### config.mk
export PLATFORM = sky130hd
export DESIGN_NAME = pipe_cmd_seq
export DESIGN_NICKNAME = d
export VERILOG_FILES = /design/src/rtl/pipe_cmd_seq.sv
export SDC_FILE = /design/constraint.sdc
export NUM_CORES = 1
export LEC_CHECK = 0
export BUFFER_PORTS_ARGS = -buffer_cell sky130_fd_sc_hd__buf_2
export CORE_ASPECT_RATIO = 1.75
export CORE_UTILIZATION = 50
export DETAILED_ROUTE_END_ITERATION = 16
export PLACE_DENSITY = 0.87
export SETUP_SLACK_MARGIN = 0.05
export SYNTH_ARGS = -nofsm -noshare
export SYNTH_HDL_FRONTEND = slang
export SYNTH_SLANG_ARGS = --single-unit
### constraint.sdc
create_clock -name clk -period 1.97 [get_ports clk]
set_input_delay 0.2955 -clock clk [delete_from_list [all_inputs] [get_ports clk]]
set_output_delay 0.2955 -clock clk [all_outputs]
set_load 0.1 [all_outputs]
### src/rtl/pipe_cmd_seq.sv
module pipe_cmd_seq #(
  parameter int LANES          = 4,
  parameter int TIMEOUT_CYCLES = 4096
) (
  input  logic             clk,
  input  logic             rst_n,
  input  logic             req_detect,
  input  logic             req_power,
  input  logic [1:0]       req_power_state,
  input  logic             req_rate,
  input  logic [1:0]       req_rate_code,
  output logic             cmd_accept,
  output logic             cmd_reject,
  output logic             cmd_done,
  output logic             cmd_timeout,
  output logic             det_present,
  input  logic [LANES-1:0] lane_idle,
  input  logic [LANES-1:0] lane_compl,
  input  logic [LANES-1:0] lane_invert,
  output logic [1:0]       pipe_pd,
  output logic [1:0]       pipe_rate,
  output logic             pipe_detect,
  output logic [LANES-1:0] pipe_elec_idle,
  output logic [LANES-1:0] pipe_compliance,
  output logic [LANES-1:0] pipe_rx_invert,
  input  logic             pipe_status,
  input  logic [2:0]       pipe_rxstat,
  input  logic             pipe_rxvalid,
  output logic             rx_valid_out
);
  localparam int TW = $clog2(TIMEOUT_CYCLES + 1);
  localparam logic [TW-1:0] T_LAST = TW'(TIMEOUT_CYCLES - 1);
  localparam logic [1:0] PD_P1 = 2'b10;
  localparam logic [1:0] PD_P2 = 2'b11;
  localparam logic [1:0] RATE_BAD = 2'b11;

  typedef enum logic [1:0] {K_DET, K_PWR, K_RATE} kind_t;

  logic          busy_q, det_q, pres_q;
  logic          acc_q, rej_q, done_q, tmo_q;
  kind_t         kind_q;
  logic [1:0]    pd_q, pd_prev, rate_q, rate_prev;
  logic [TW-1:0] timer_q;

  always_ff @(posedge clk) begin
    if (!rst_n) begin
      busy_q    <= 1'b0;
      det_q     <= 1'b0;
      pres_q    <= 1'b0;
      acc_q     <= 1'b0;
      rej_q     <= 1'b0;
      done_q    <= 1'b0;
      tmo_q     <= 1'b0;
      kind_q    <= K_DET;
      pd_q      <= PD_P1;
      pd_prev   <= PD_P1;
      rate_q    <= 2'b00;
      rate_prev <= 2'b00;
      timer_q   <= '0;
    end else begin
      acc_q  <= 1'b0;
      rej_q  <= 1'b0;
      done_q <= 1'b0;
      tmo_q  <= 1'b0;
      if (!busy_q) begin
        timer_q <= '0;
        if (req_detect) begin
          if (pd_q == PD_P1) begin
            busy_q <= 1'b1;
            kind_q <= K_DET;
            det_q  <= 1'b1;
            acc_q  <= 1'b1;
          end else begin
            rej_q <= 1'b1;
          end
        end else if (req_power) begin
          if (req_power_state == PD_P2) begin
            rej_q <= 1'b1;
          end else begin
            busy_q  <= 1'b1;
            kind_q  <= K_PWR;
            pd_prev <= pd_q;
            pd_q    <= req_power_state;
            acc_q   <= 1'b1;
          end
        end else if (req_rate) begin
          if (req_rate_code == RATE_BAD) begin
            rej_q <= 1'b1;
          end else begin
            busy_q    <= 1'b1;
            kind_q    <= K_RATE;
            rate_prev <= rate_q;
            rate_q    <= req_rate_code;
            acc_q     <= 1'b1;
          end
        end
      end else if (pipe_status) begin
        busy_q <= 1'b0;
        done_q <= 1'b1;
        det_q  <= 1'b0;
        if (kind_q == K_DET) pres_q <= (pipe_rxstat == 3'b001);
      end else if (timer_q == T_LAST) begin
        busy_q <= 1'b0;
        tmo_q  <= 1'b1;
        det_q  <= 1'b0;
        if (kind_q == K_PWR)  pd_q   <= pd_prev;
        if (kind_q == K_RATE) rate_q <= rate_prev;
      end else begin
        timer_q <= timer_q + 1'b1;
      end
    end
  end

  assign cmd_accept      = acc_q;
  assign cmd_reject      = rej_q;
  assign cmd_done        = done_q;
  assign cmd_timeout     = tmo_q;
  assign det_present     = pres_q;
  assign pipe_pd         = pd_q;
  assign pipe_rate       = rate_q;
  assign pipe_detect     = det_q;
  assign pipe_elec_idle  = lane_idle;
  assign pipe_compliance = lane_compl;
  assign pipe_rx_invert  = lane_invert;
  assign rx_valid_out    = pipe_rxvalid & ~(busy_q & (kind_q == K_RATE));
endmodule

==> metrics.txt <==
# TYPE chip_impl_metric gauge
chip_impl_metric{name="design.die.area",unit="sq mm"} 0.00333
chip_impl_metric{name="tritoncts_num_sinks",unit=""} 30
chip_impl_metric{name="vias",unit=""} 1336
chip_impl_metric{name="pin_count",unit=""} 49
chip_impl_metric{name="syn_avg_cell_area",unit="sq um"} 9.04
chip_impl_metric{name="synthArstFlopShare",unit=""} 0
chip_impl_metric{name="worst-path-max-fanout",unit=""} 6
chip_impl_info{name="crit_path_cell_trace",value="ha_1 -> nand4b_2 -> o41a_1 -> o311a_1"} 1
chip_impl_metric{name="setup_tns",unit="ns"} 0
chip_impl_metric{name="timing.final.crit_share",unit=""} 0.865
chip_impl_metric{name="multi_input_area",unit="sq um"} 805
chip_impl_metric{name="cts.hold.buffers_added",unit=""} 0
chip_impl_metric{name="critical_path_arrival",unit="ns"} 1.86
chip_impl_metric{name="synth-seq-cells",unit=""} 30
chip_impl_metric{name="critPathMaxStageDelay",unit="ns"} 0.43
chip_impl_metric{name="vias_in_the_first_global_route",unit=""} 1204
chip_impl_metric{name="gp_congestion",unit=""} 0.812
chip_impl_metric{name="max_slew.worst_pin.slew",unit="ns"} 0.489
chip_impl_metric{name="buffer_ports.inserted",unit=""} 24
chip_impl_metric{name="num_antenna_cells",unit=""} 0
chip_impl_info{name="worst_setup_path_end_kind",value="flop"} 1
chip_impl_metric{name="sequential_cell_area",unit="sq um"} 601
chip_impl_metric{name="cts.reportedPaths.clkPinSlew",unit="ns"} 0.06
chip_impl_metric{name="num-fill-cells",unit=""} 275
chip_impl_metric{name="dr_vias_cell",unit=""} 6.27
chip_impl_metric{name="timing.final.crit_period",unit="ns"} 1.70
chip_impl_metric{name="fp.dieW",unit="um"} 44.0
chip_impl_metric{name="yosys.cell_types.count",unit=""} 49
chip_impl_metric{name="count_of_final_hold_check_violations",unit=""} 0
chip_impl_metric{name="dr.pass1.iters",unit=""} 4
chip_impl_metric{name="total_core_area",unit="sq mm"} 0.00293
chip_impl_metric{name="syn_nets",unit=""} 198
chip_impl_metric{name="area_growth",unit="%"} 8.26
chip_impl_metric{name="cts_post_setup_buffers_inserted",unit=""} 0
chip_impl_metric{name="detailed_place.area",unit="sq mm"} 0.00159
chip_impl_metric{name="powerDensity",unit="mW/mm^2"} 823
chip_impl_metric{name="p_leak",unit="uW"} 0.000709
chip_impl_metric{name="drive_gt1_frac",unit=""} 0.216
chip_impl_metric{name="antenna_violations_before_repair",unit=""} 0
chip_impl_metric{name="clkLatencyLatePin",unit="ns"} 0.28
chip_impl_info{name="worst_path_max_delay_cell",value="o41a_1"} 1
chip_impl_metric{name="nNetsFinal",unit=""} 213
chip_impl_metric{name="mean_routed_wirelength_per_cell",unit="um"} 15.8
chip_impl_metric{name="final.setup_skew",unit="ns"} 0.00663
chip_impl_metric{name="slew_violations",unit=""} 0
chip_impl_info{name="critPathLaunchType",value="flop"} 1
chip_impl_metric{name="grt_pass1_wl",unit="mm"} 5.33
chip_impl_info{name="synthFlopType",value="dfxtp_1"} 1
chip_impl_info{name="timing.hold.worst.class",value="input port to flop"} 1
chip_impl_metric{name="tritoncts.num_buffers",unit=""} 5
chip_impl_metric{name="largest_net_degree_at_the_start_of_global_routing",unit=""} 22
chip_impl_info{name="tritoncts",value="built"} 1
chip_impl_metric{name="clk_path_buf_depth",unit=""} 2
chip_impl_metric{name="first_iter_violations",unit=""} 44
chip_impl_metric{name="yosys_warnings",unit=""} 0
chip_impl_metric{name="finalSetupViolations",unit=""} 0
chip_impl_metric{name="cts-htree-levels",unit=""} 2
chip_impl_metric{name="overall_global_routing_usage",unit=""} 0.225
chip_impl_metric{name="vdd_ir_drop_max",unit="mV"} 0.702
chip_impl_metric{name="synthesis.instances",unit=""} 171
chip_impl_metric{name="post_synth_instance_area",unit="sq mm"} 0.00155
chip_impl_metric{name="clock.fmax",unit="GHz"} 0.587
chip_impl_metric{name="routed_wl",unit="mm"} 3.36
chip_impl_metric{name="timing.max_cap.violations",unit=""} 0
chip_impl_metric{name="postCtsResizedCells",unit=""} 0
chip_impl_metric{name="die_height",unit="um"} 75.5
chip_impl_info{name="run_status",value="completed"} 1
chip_impl_metric{name="std_cell_rows",unit=""} 26
chip_impl_metric{name="slew_headroom",unit=""} 0.676
chip_impl_metric{name="final_cell_area",unit="sq mm"} 0.00167
chip_impl_metric{name="overflow",unit=""} 0
chip_impl_metric{name="ys_seq_area_frac",unit=""} 0.389
chip_impl_metric{name="numPlacedInstances",unit=""} 207
chip_impl_info{name="clock-root-buffer",value="clkbuf_8"} 1
chip_impl_metric{name="route.detailed.drc",unit=""} 0
chip_impl_metric{name="postLayoutCoreUtil",unit=""} 0.571
chip_impl_metric{name="antenna_violating_nets_left",unit=""} 0
chip_impl_metric{name="number_of_enable_flip_flop_cells_after_synthesis",unit=""} 0
chip_impl_metric{name="start_util",unit=""} 0.528
chip_impl_metric{name="finish.cell_count_without_fillers",unit=""} 213
chip_impl_metric{name="cp.required",unit="ns"} 2.13
chip_impl_info{name="worst-setup-path-type",value="flop to flop"} 1
chip_impl_info{name="grt_setup_unrepaired",value="false"} 1
chip_impl_metric{name="dp.final_hpwl",unit="mm"} 2.45
-- per-layer routing --
metal	part of all wire	global-route usage	wire, um
met3	0.041	0.0664	138
met1	0.38	0.223	1290
met4	0.048	0.185	162
met5	0	0	0
met2	0.53	0.377	1770
-- placed cells by master (no fill, tap or decap), types with 2 or more instances in the layout --
master and count:
nor2_1 9, nand3b_1 2, a21oi_1 4, a31oi_1 5, mux2i_1 10, nand3_1 3
clkbuf_8 6, and2_1 3, and3b_1 2, o21ai_1 3, inv_1 6, nand2_1 18
a21o_1 2, nand4_1 6, dfxtp_1 30, a211oi_1 3, nor2b_1 8, o21bai_1 2
buf_2 24, mux2_2 3, o21ai_0 4, nor3_1 2, and3_1 5
-- layout make-up --
cell class | count | area share
multi-input combinational | 118 | 0.481
inverter | 6 | 0.0135
timing repair buffer | 25 | 0.0763
clock buffer | 6 | 0.0494
tap | 28 | 0.0209
sequential | 30 | 0.359
-- synth_stat cells (2+ instances only) --
| library cell | instances | area (sq um) |
|---|---|---|
| inv_1 | 6 | 22.5 |
| o21ai_1 | 3 | 15.0 |
| nor3_1 | 2 | 10.0 |
| and2_1 | 3 | 18.8 |
| o21ai_0 | 4 | 20.0 |
| a21oi_1 | 4 | 20.0 |
| a31oi_1 | 5 | 31.3 |
| nor2_1 | 9 | 33.8 |
| and3b_1 | 2 | 17.5 |
| mux2_2 | 3 | 33.8 |
| nor2b_1 | 8 | 50.1 |
| nand2_1 | 18 | 67.6 |
| buf_4 | 12 | 90.1 |
| and3_1 | 5 | 31.3 |
| clkbuf_1 | 3 | 11.3 |
| nand3_1 | 3 | 15.0 |
| o21bai_1 | 2 | 15.0 |
| mux2i_1 | 10 | 100 |
| a211oi_1 | 3 | 22.5 |
| dfxtp_1 | 30 | 601 |
| nand4_1 | 6 | 37.5 |
| a21o_1 | 2 | 15.0 |
| nand3b_1 | 2 | 15.0 |
-- state kept, by name, summed over array words and instances, names as in the netlist --
name         cells
pipe_rate        2
pipe_detect      1
cmd_reject       1
cmd_timeout      1
pd_prev          2
timer_q         13
cmd_done         1
pipe_pd          2
det_present      1
kind_q           2
cmd_accept       1
rate_prev        2
busy_q           1
-- kinds of logic (layout without fill, tap and decap cells) --
kind of cell	after synthesis	count (layout)	synth area share
compound gates	38	38	0.183
xor+xnor	1	1	0.00567
buf+inv	23	37	0.0907
simple gates	65	65	0.237
fa+ha+maj	1	1	0.00810
mux	13	13	0.0866
flops	30	30	0.389
-- where the power goes --
part	total, uW	switching (uW)	internal [uW]
Sequential	644	17.2	626
Clock	483	214	269
Combinational	249	177	72.8
-- through the flow --
stage                     hold slack, ns  worst slack [ns]  total power, uW
after global routing               0.313             0.176             1420
after global placement             0.458             0.336              901
final                              0.280             0.266             1380
after floorplan                    0.445             0.281              961
after detailed placement           0.477             0.287              904
after CTS                          0.281             0.276             1390
-- critical path, delay by kind of cell (launching register included) --
| kind | cells | cell delay (ns) |
|---|---|---|
| AO/OA/AOI/OAI | 2 | 0.81 |
| adder cells (fa/ha/maj) | 1 | 0.21 |
| flip-flops | 1 | 0.37 |
| AND/OR/NAND/NOR | 1 | 0.19 |
-- final timing paths --
check / start / endpoint / slack, ns / depth (start not counted)
setup / recovery: timer_q[0]$_SDFFE_PN0P_ / pipe_pd[0]$_SDFFE_PN0P_ / 0.27 / 4
setup reg to reg: timer_q[0]$_SDFFE_PN0P_ / pipe_pd[0]$_SDFFE_PN0P_ / 0.27 / 4
hold reg to reg: timer_q[1]$_SDFFE_PN0P_ / timer_q[1]$_SDFFE_PN0P_ / 0.49 / 2
hold / removal: pipe_rxstat[0] / det_present$_SDFFE_PN0P_ / 0.28 / 3
(Power assumes the default switching activity.)
